## config.mk

```make
export PLATFORM = sky130hd
export DESIGN_NAME = byte_alu
export DESIGN_NICKNAME = d
export VERILOG_FILES = /design/src/rtl/byte_alu_pkg.sv /design/src/rtl/byte_alu_ctrl.sv /design/src/rtl/byte_alu_dp.sv /design/src/rtl/byte_alu.sv
export SDC_FILE = /design/constraint.sdc
export NUM_CORES = 1
export LEC_CHECK = 0
export BUFFER_PORTS_ARGS = -buffer_cell sky130_fd_sc_hd__buf_4
export CORE_MARGIN = 5
export CORE_UTILIZATION = 60
export DETAILED_ROUTE_END_ITERATION = 6
export GPL_TIMING_DRIVEN = 0
export MAX_ROUTING_LAYER = met4
export PLACE_DENSITY = 0.79
export SLEW_MARGIN = 10
export SYNTH_ARGS = -nofsm -noshare
export SYNTH_HDL_FRONTEND = slang
export SYNTH_SLANG_ARGS = --single-unit
```

## constraint.sdc

```tcl
create_clock -name vclk -period 34.3
set_input_delay 5.145 -clock vclk [all_inputs]
set_output_delay 5.145 -clock vclk [all_outputs]
set_load 0.05 [all_outputs]
```

## src/rtl/byte_alu_pkg.sv

```systemverilog
package byte_alu_pkg;

  localparam int OP_BITS = 4;

  typedef enum logic [OP_BITS-1:0] {
    OP_ADD = 4'd0,
    OP_SUB = 4'd1,
    OP_AND = 4'd2,
    OP_OR  = 4'd3,
    OP_XOR = 4'd4,
    OP_SHL = 4'd5,
    OP_SHR = 4'd6,
    OP_MUL = 4'd7,
    OP_DIV = 4'd8,
    OP_CMP = 4'd9
  } aluOp_e;

  typedef enum logic [3:0] {
    RSEL_ADD,
    RSEL_AND,
    RSEL_OR,
    RSEL_XOR,
    RSEL_SHL,
    RSEL_SHR,
    RSEL_MUL,
    RSEL_DIV,
    RSEL_PASS
  } resSel_e;

  typedef struct packed {
    resSel_e resSel;
    logic    invertB;
    logic    writeBack;
  } aluStrobes_t;

endpackage

```

## src/rtl/byte_alu_ctrl.sv

```systemverilog
module byte_alu_ctrl
  import byte_alu_pkg::*;
(
  input  logic [OP_BITS-1:0] opCode,
  output aluStrobes_t        strobes
);

  always_comb begin
    strobes.resSel    = RSEL_PASS;
    strobes.invertB   = 1'b0;
    strobes.writeBack = 1'b0;
    case (opCode)
      OP_ADD: begin strobes.resSel = RSEL_ADD; strobes.writeBack = 1'b1; end
      OP_SUB: begin strobes.resSel = RSEL_ADD; strobes.invertB = 1'b1; strobes.writeBack = 1'b1; end
      OP_AND: begin strobes.resSel = RSEL_AND; strobes.writeBack = 1'b1; end
      OP_OR:  begin strobes.resSel = RSEL_OR;  strobes.writeBack = 1'b1; end
      OP_XOR: begin strobes.resSel = RSEL_XOR; strobes.writeBack = 1'b1; end
      OP_SHL: begin strobes.resSel = RSEL_SHL; strobes.writeBack = 1'b1; end
      OP_SHR: begin strobes.resSel = RSEL_SHR; strobes.writeBack = 1'b1; end
      OP_MUL: begin strobes.resSel = RSEL_MUL; strobes.writeBack = 1'b1; end
      OP_DIV: begin strobes.resSel = RSEL_DIV; strobes.writeBack = 1'b1; end
      OP_CMP: begin strobes.resSel = RSEL_ADD; strobes.invertB = 1'b1; end
      default: ;
    endcase
  end

endmodule

```

## src/rtl/byte_alu_dp.sv

```systemverilog
module byte_alu_dp
  import byte_alu_pkg::*;
#(
  parameter int WIDTH = 8
) (
  input  logic [WIDTH-1:0] opA,
  input  logic [WIDTH-1:0] opB,
  input  aluStrobes_t      strobes,
  output logic [WIDTH-1:0] result,
  output logic             flagZ,
  output logic             flagN,
  output logic             flagC,
  output logic             flagV
);

  localparam int MSB     = WIDTH - 1;
  localparam int PROD_W  = 2 * WIDTH;

  logic [WIDTH-1:0]  bEff;
  logic [WIDTH:0]    carryChain;
  logic [WIDTH-1:0]  sumBits;
  logic              addOverflow;
  logic [PROD_W-1:0] product;
  logic              productHigh;
  logic              divByZero;
  logic [WIDTH-1:0]  quotient;

  assign bEff          = strobes.invertB ? ~opB : opB;
  assign carryChain[0] = strobes.invertB;

  // Ripple chain of full adders shared by add, subtract and compare.
  for (genvar i = 0; i < WIDTH; i++) begin : g_fa
    logic halfSum;
    assign halfSum           = opA[i] ^ bEff[i];
    assign sumBits[i]        = halfSum ^ carryChain[i];
    assign carryChain[i + 1] = (opA[i] & bEff[i]) | (halfSum & carryChain[i]);
  end

  // Sign disagreement of the sum against both adder inputs; with the
  // inverted operand this reduces to the subtract overflow rule.
  assign addOverflow = (opA[MSB] ^ sumBits[MSB]) & (bEff[MSB] ^ sumBits[MSB]);

  assign product     = {{WIDTH{1'b0}}, opA} * {{WIDTH{1'b0}}, opB};
  assign productHigh = |product[PROD_W-1:WIDTH];

  assign divByZero = (opB == '0);
  assign quotient  = divByZero ? '0 : (opA / opB);

  always_comb begin
    result = opA;
    flagC  = 1'b0;
    flagV  = 1'b0;
    case (strobes.resSel)
      RSEL_ADD: begin
        result = sumBits;
        flagC  = carryChain[WIDTH];
        flagV  = addOverflow;
      end
      RSEL_AND: result = opA & opB;
      RSEL_OR:  result = opA | opB;
      RSEL_XOR: result = opA ^ opB;
      RSEL_SHL: begin
        result = {opA[MSB-1:0], 1'b0};
        flagC  = opA[MSB];
      end
      RSEL_SHR: begin
        result = {1'b0, opA[MSB:1]};
        flagC  = opA[0];
      end
      RSEL_MUL: begin
        result = product[WIDTH-1:0];
        flagC  = productHigh;
      end
      RSEL_DIV: begin
        result = quotient;
        flagC  = divByZero;
        flagV  = divByZero;
      end
      default: result = opA;
    endcase
  end

  assign flagZ = (result == '0);
  assign flagN = result[MSB];

endmodule

```

## src/rtl/byte_alu.sv

```systemverilog
module byte_alu
  import byte_alu_pkg::*;
#(
  parameter int WIDTH = 8
) (
  input  logic [WIDTH-1:0]   opA,
  input  logic [WIDTH-1:0]   opB,
  input  logic [OP_BITS-1:0] opCode,
  output logic [WIDTH-1:0]   result,
  output logic               writeEn,
  output logic               flagZ,
  output logic               flagN,
  output logic               flagC,
  output logic               flagV
);

  aluStrobes_t strobes;

  byte_alu_ctrl u_ctrl (
    .opCode  (opCode),
    .strobes (strobes)
  );

  byte_alu_dp #(.WIDTH(WIDTH)) u_dp (
    .opA     (opA),
    .opB     (opB),
    .strobes (strobes),
    .result  (result),
    .flagZ   (flagZ),
    .flagN   (flagN),
    .flagC   (flagC),
    .flagV   (flagV)
  );

  assign writeEn = strobes.writeBack;

endmodule

```

==> out/summary.txt <==
status - completed
number of I/O port buffers - 32
Setup Viol. Count Final - 0
Clk pwr share - 0
Sw Ratio - 0.590
Tmin final - 22560 ps
power density over cell area - 31.8 mW/mm^2
CP Launch Type - input port
Hold/Removal Path Class - in2out
Least-Margin Pin Slew - 923 ps
filler instances - 751
die width - 102 microns
TritonRoute pass-1 iters - 5
worst setup margin - 11740 ps
global-route track usage on met2 - 0.515
Pins Over Slew Limit - 0
Initial Utilization - 0.617
seq_cells - 0
most frequent cells after synthesis - ha_1 (92), inv_1 (78), nor2_1 (76), fa_1 (43), a21oi_1 (38)
CTS resizes - 0
Detailed Place HPWL - 12400 microns
final hold vios - 0
worst vdd ir - 0.0414 mV
Wirelength per Cell - 19.3 microns
GRT Util Overall - 0.316
Synth area leader - ha_1
Critical Path AT - 17420 ps
CP Max Fanout - 15
Internal - 70.8 uW
sequential power share - 0
vias per inst - 6.45
Yosys warning count - 0
Vias - 5143
met3 Use GR - 0.0266
final instance area - 0.00544 sq mm
total congestion overflow - 0
wire length reported by the detailed router - 15400 microns
Syn Inst Count - 660
Rows - 33
Layout area overhead - 7.34%
area used by multi-input combinational logic - 0.00462 sq mm
Max stage delay on crit path - 570 ps
postcts setup bufs - 0
Post-CTS Hold Buffers - 0
I/O Pins - 33
die area - 0.0104 sq mm
RSZ-0062 raised after global routing - false
period utilisation layout - 0.658
Initial DRC Count - 447
Die Ht - 102 microns
sequential cell area - 0 sq um
Crit. End Element - output port
Lkg Pwr - 2.57 nW
antenna-violating nets left - 0
share of layout cells above drive strength 1 - 0.0954
Post-DP Area - 0.00544 sq mm
core area - 0.00822 sq mm
Yosys cell types - 71
post-synth net total - 815
CP dominant cell by count - a21oi_1
synthesized area - 0.00507 sq mm
Placer Congestion - 1.04
fin nets - 849
Comb power frac - 1.000
total negative setup slack - 0 ps
Inserted Diodes - 0
relative slew slack - 0.381
number of global-route vias before repair - 4978
P_sw - 102 uW
DR DRC count - 0
met1 Usage GRT - 0.431
worst endpoint required time - 29150 ps
pre-CTS setup slack - 11880 ps
slowest CP cell - clkinv_1
worst setup path class - in2out
most used routing layer - met2
count leader, synth - ha_1
first-pass GRT wire length - 25300 microns
pin count of the biggest net entering global routing - 16
sequential share of the synthesized area - 0
post-synth top area share - 0.227
CLK BUF - 0
syn avg cell area - 7.68 sq um
Synth area leaders - ha_1 (23%), fa_1 (17%), inv_1 (5.8%)
Fmax - 44.3 MHz
initial antenna violation count - 0
Maximum Capacitance Violations - 0
==> power by group through the flow <==
stage | Sequential (mW) | Combinational, mW | Clock [mW]
2_1_floorplan | 0 | 0.130 | 0
3_3_place_gp | 0 | 0.164 | 0
3_5_place_dp | 0 | 0.169 | 0
4_1_cts | 0 | 0.171 | 0
5_1_grt | 0 | 0.195 | 0
6_report | 0 | 0.173 | 0
==> area by class of cell <==
cell class | count | area share
buffer | 24 | 0.0207
inverter | 89 | 0.0614
multi-input combinational | 547 | 0.850
tap | 105 | 0.0242
timing repair buffer | 32 | 0.0442
==> placed cells by master (no fill, tap or decap), types with 6 or more instances in the layout <==
cell and instances:
xor2_1 7, and2_1 6, a21oi_1 38, nand2b_1 7, o211ai_1 10, fa_1 43
clkbuf_1 16, a21o_1 10, xnor2_1 14, buf_4 33, or2_2 6, nand3_1 11
a31oi_1 6, inv_1 78, nor4_1 7, nor3_1 18, a211oi_1 11, o21a_1 11
and3_1 9, or3_1 6, ha_1 92, nor2_1 76, clkinv_1 10, o21ai_0 28
nand2_1 35, mux2_2 7, nor2b_1 6
==> worst max-delay path, delay by kind of cell <==
family / cells / cell delay [ps]
compound gates: 24 / 5930
simple gates: 11 / 2200
fa+ha+maj: 7 / 1970
buf+inv: 7 / 1740
mux: 1 / 400
==> routing by layer <==
layer  up-vias  share of wire
met5         -              0
met4         0          0.028
li1       2424              -
met1      2459           0.43
met2       227           0.46
met3        33          0.083
==> worst paths after layout <==
check | from | to | slack (ps) | cells past startpoint
worst max-delay path | opB[1] | flagZ | 11740 | 50
worst min-delay path | opA[2] | result[2] | 10880 | 4
==> cell families (layout without fill, tap and decap cells) <==
family / after synthesis / in the layout / share of synthesized area
AOI/OAI and AO/OA: 173 / 173 / 0.239
xor gates and xnor gates: 21 / 21 / 0.0363
adders and majority gates: 135 / 135 / 0.397
buffers and inverters: 113 / 145 / 0.0882
muxes: 16 / 16 / 0.0432
and+or+nand+nor: 202 / 202 / 0.197
==> stage by stage <==
step,power [mW],cells,hold WS [ps],utilization
after detailed placement,0.169,797,10870,0.662
final,0.173,797,10880,0.662
after floorplan,0.130,660,10610,-
after global routing,0.195,797,10950,0.662
after CTS,0.171,797,10870,0.662
after global placement,0.164,797,10880,0.662
No activity file was read; power rests on OpenSTA's default activity.
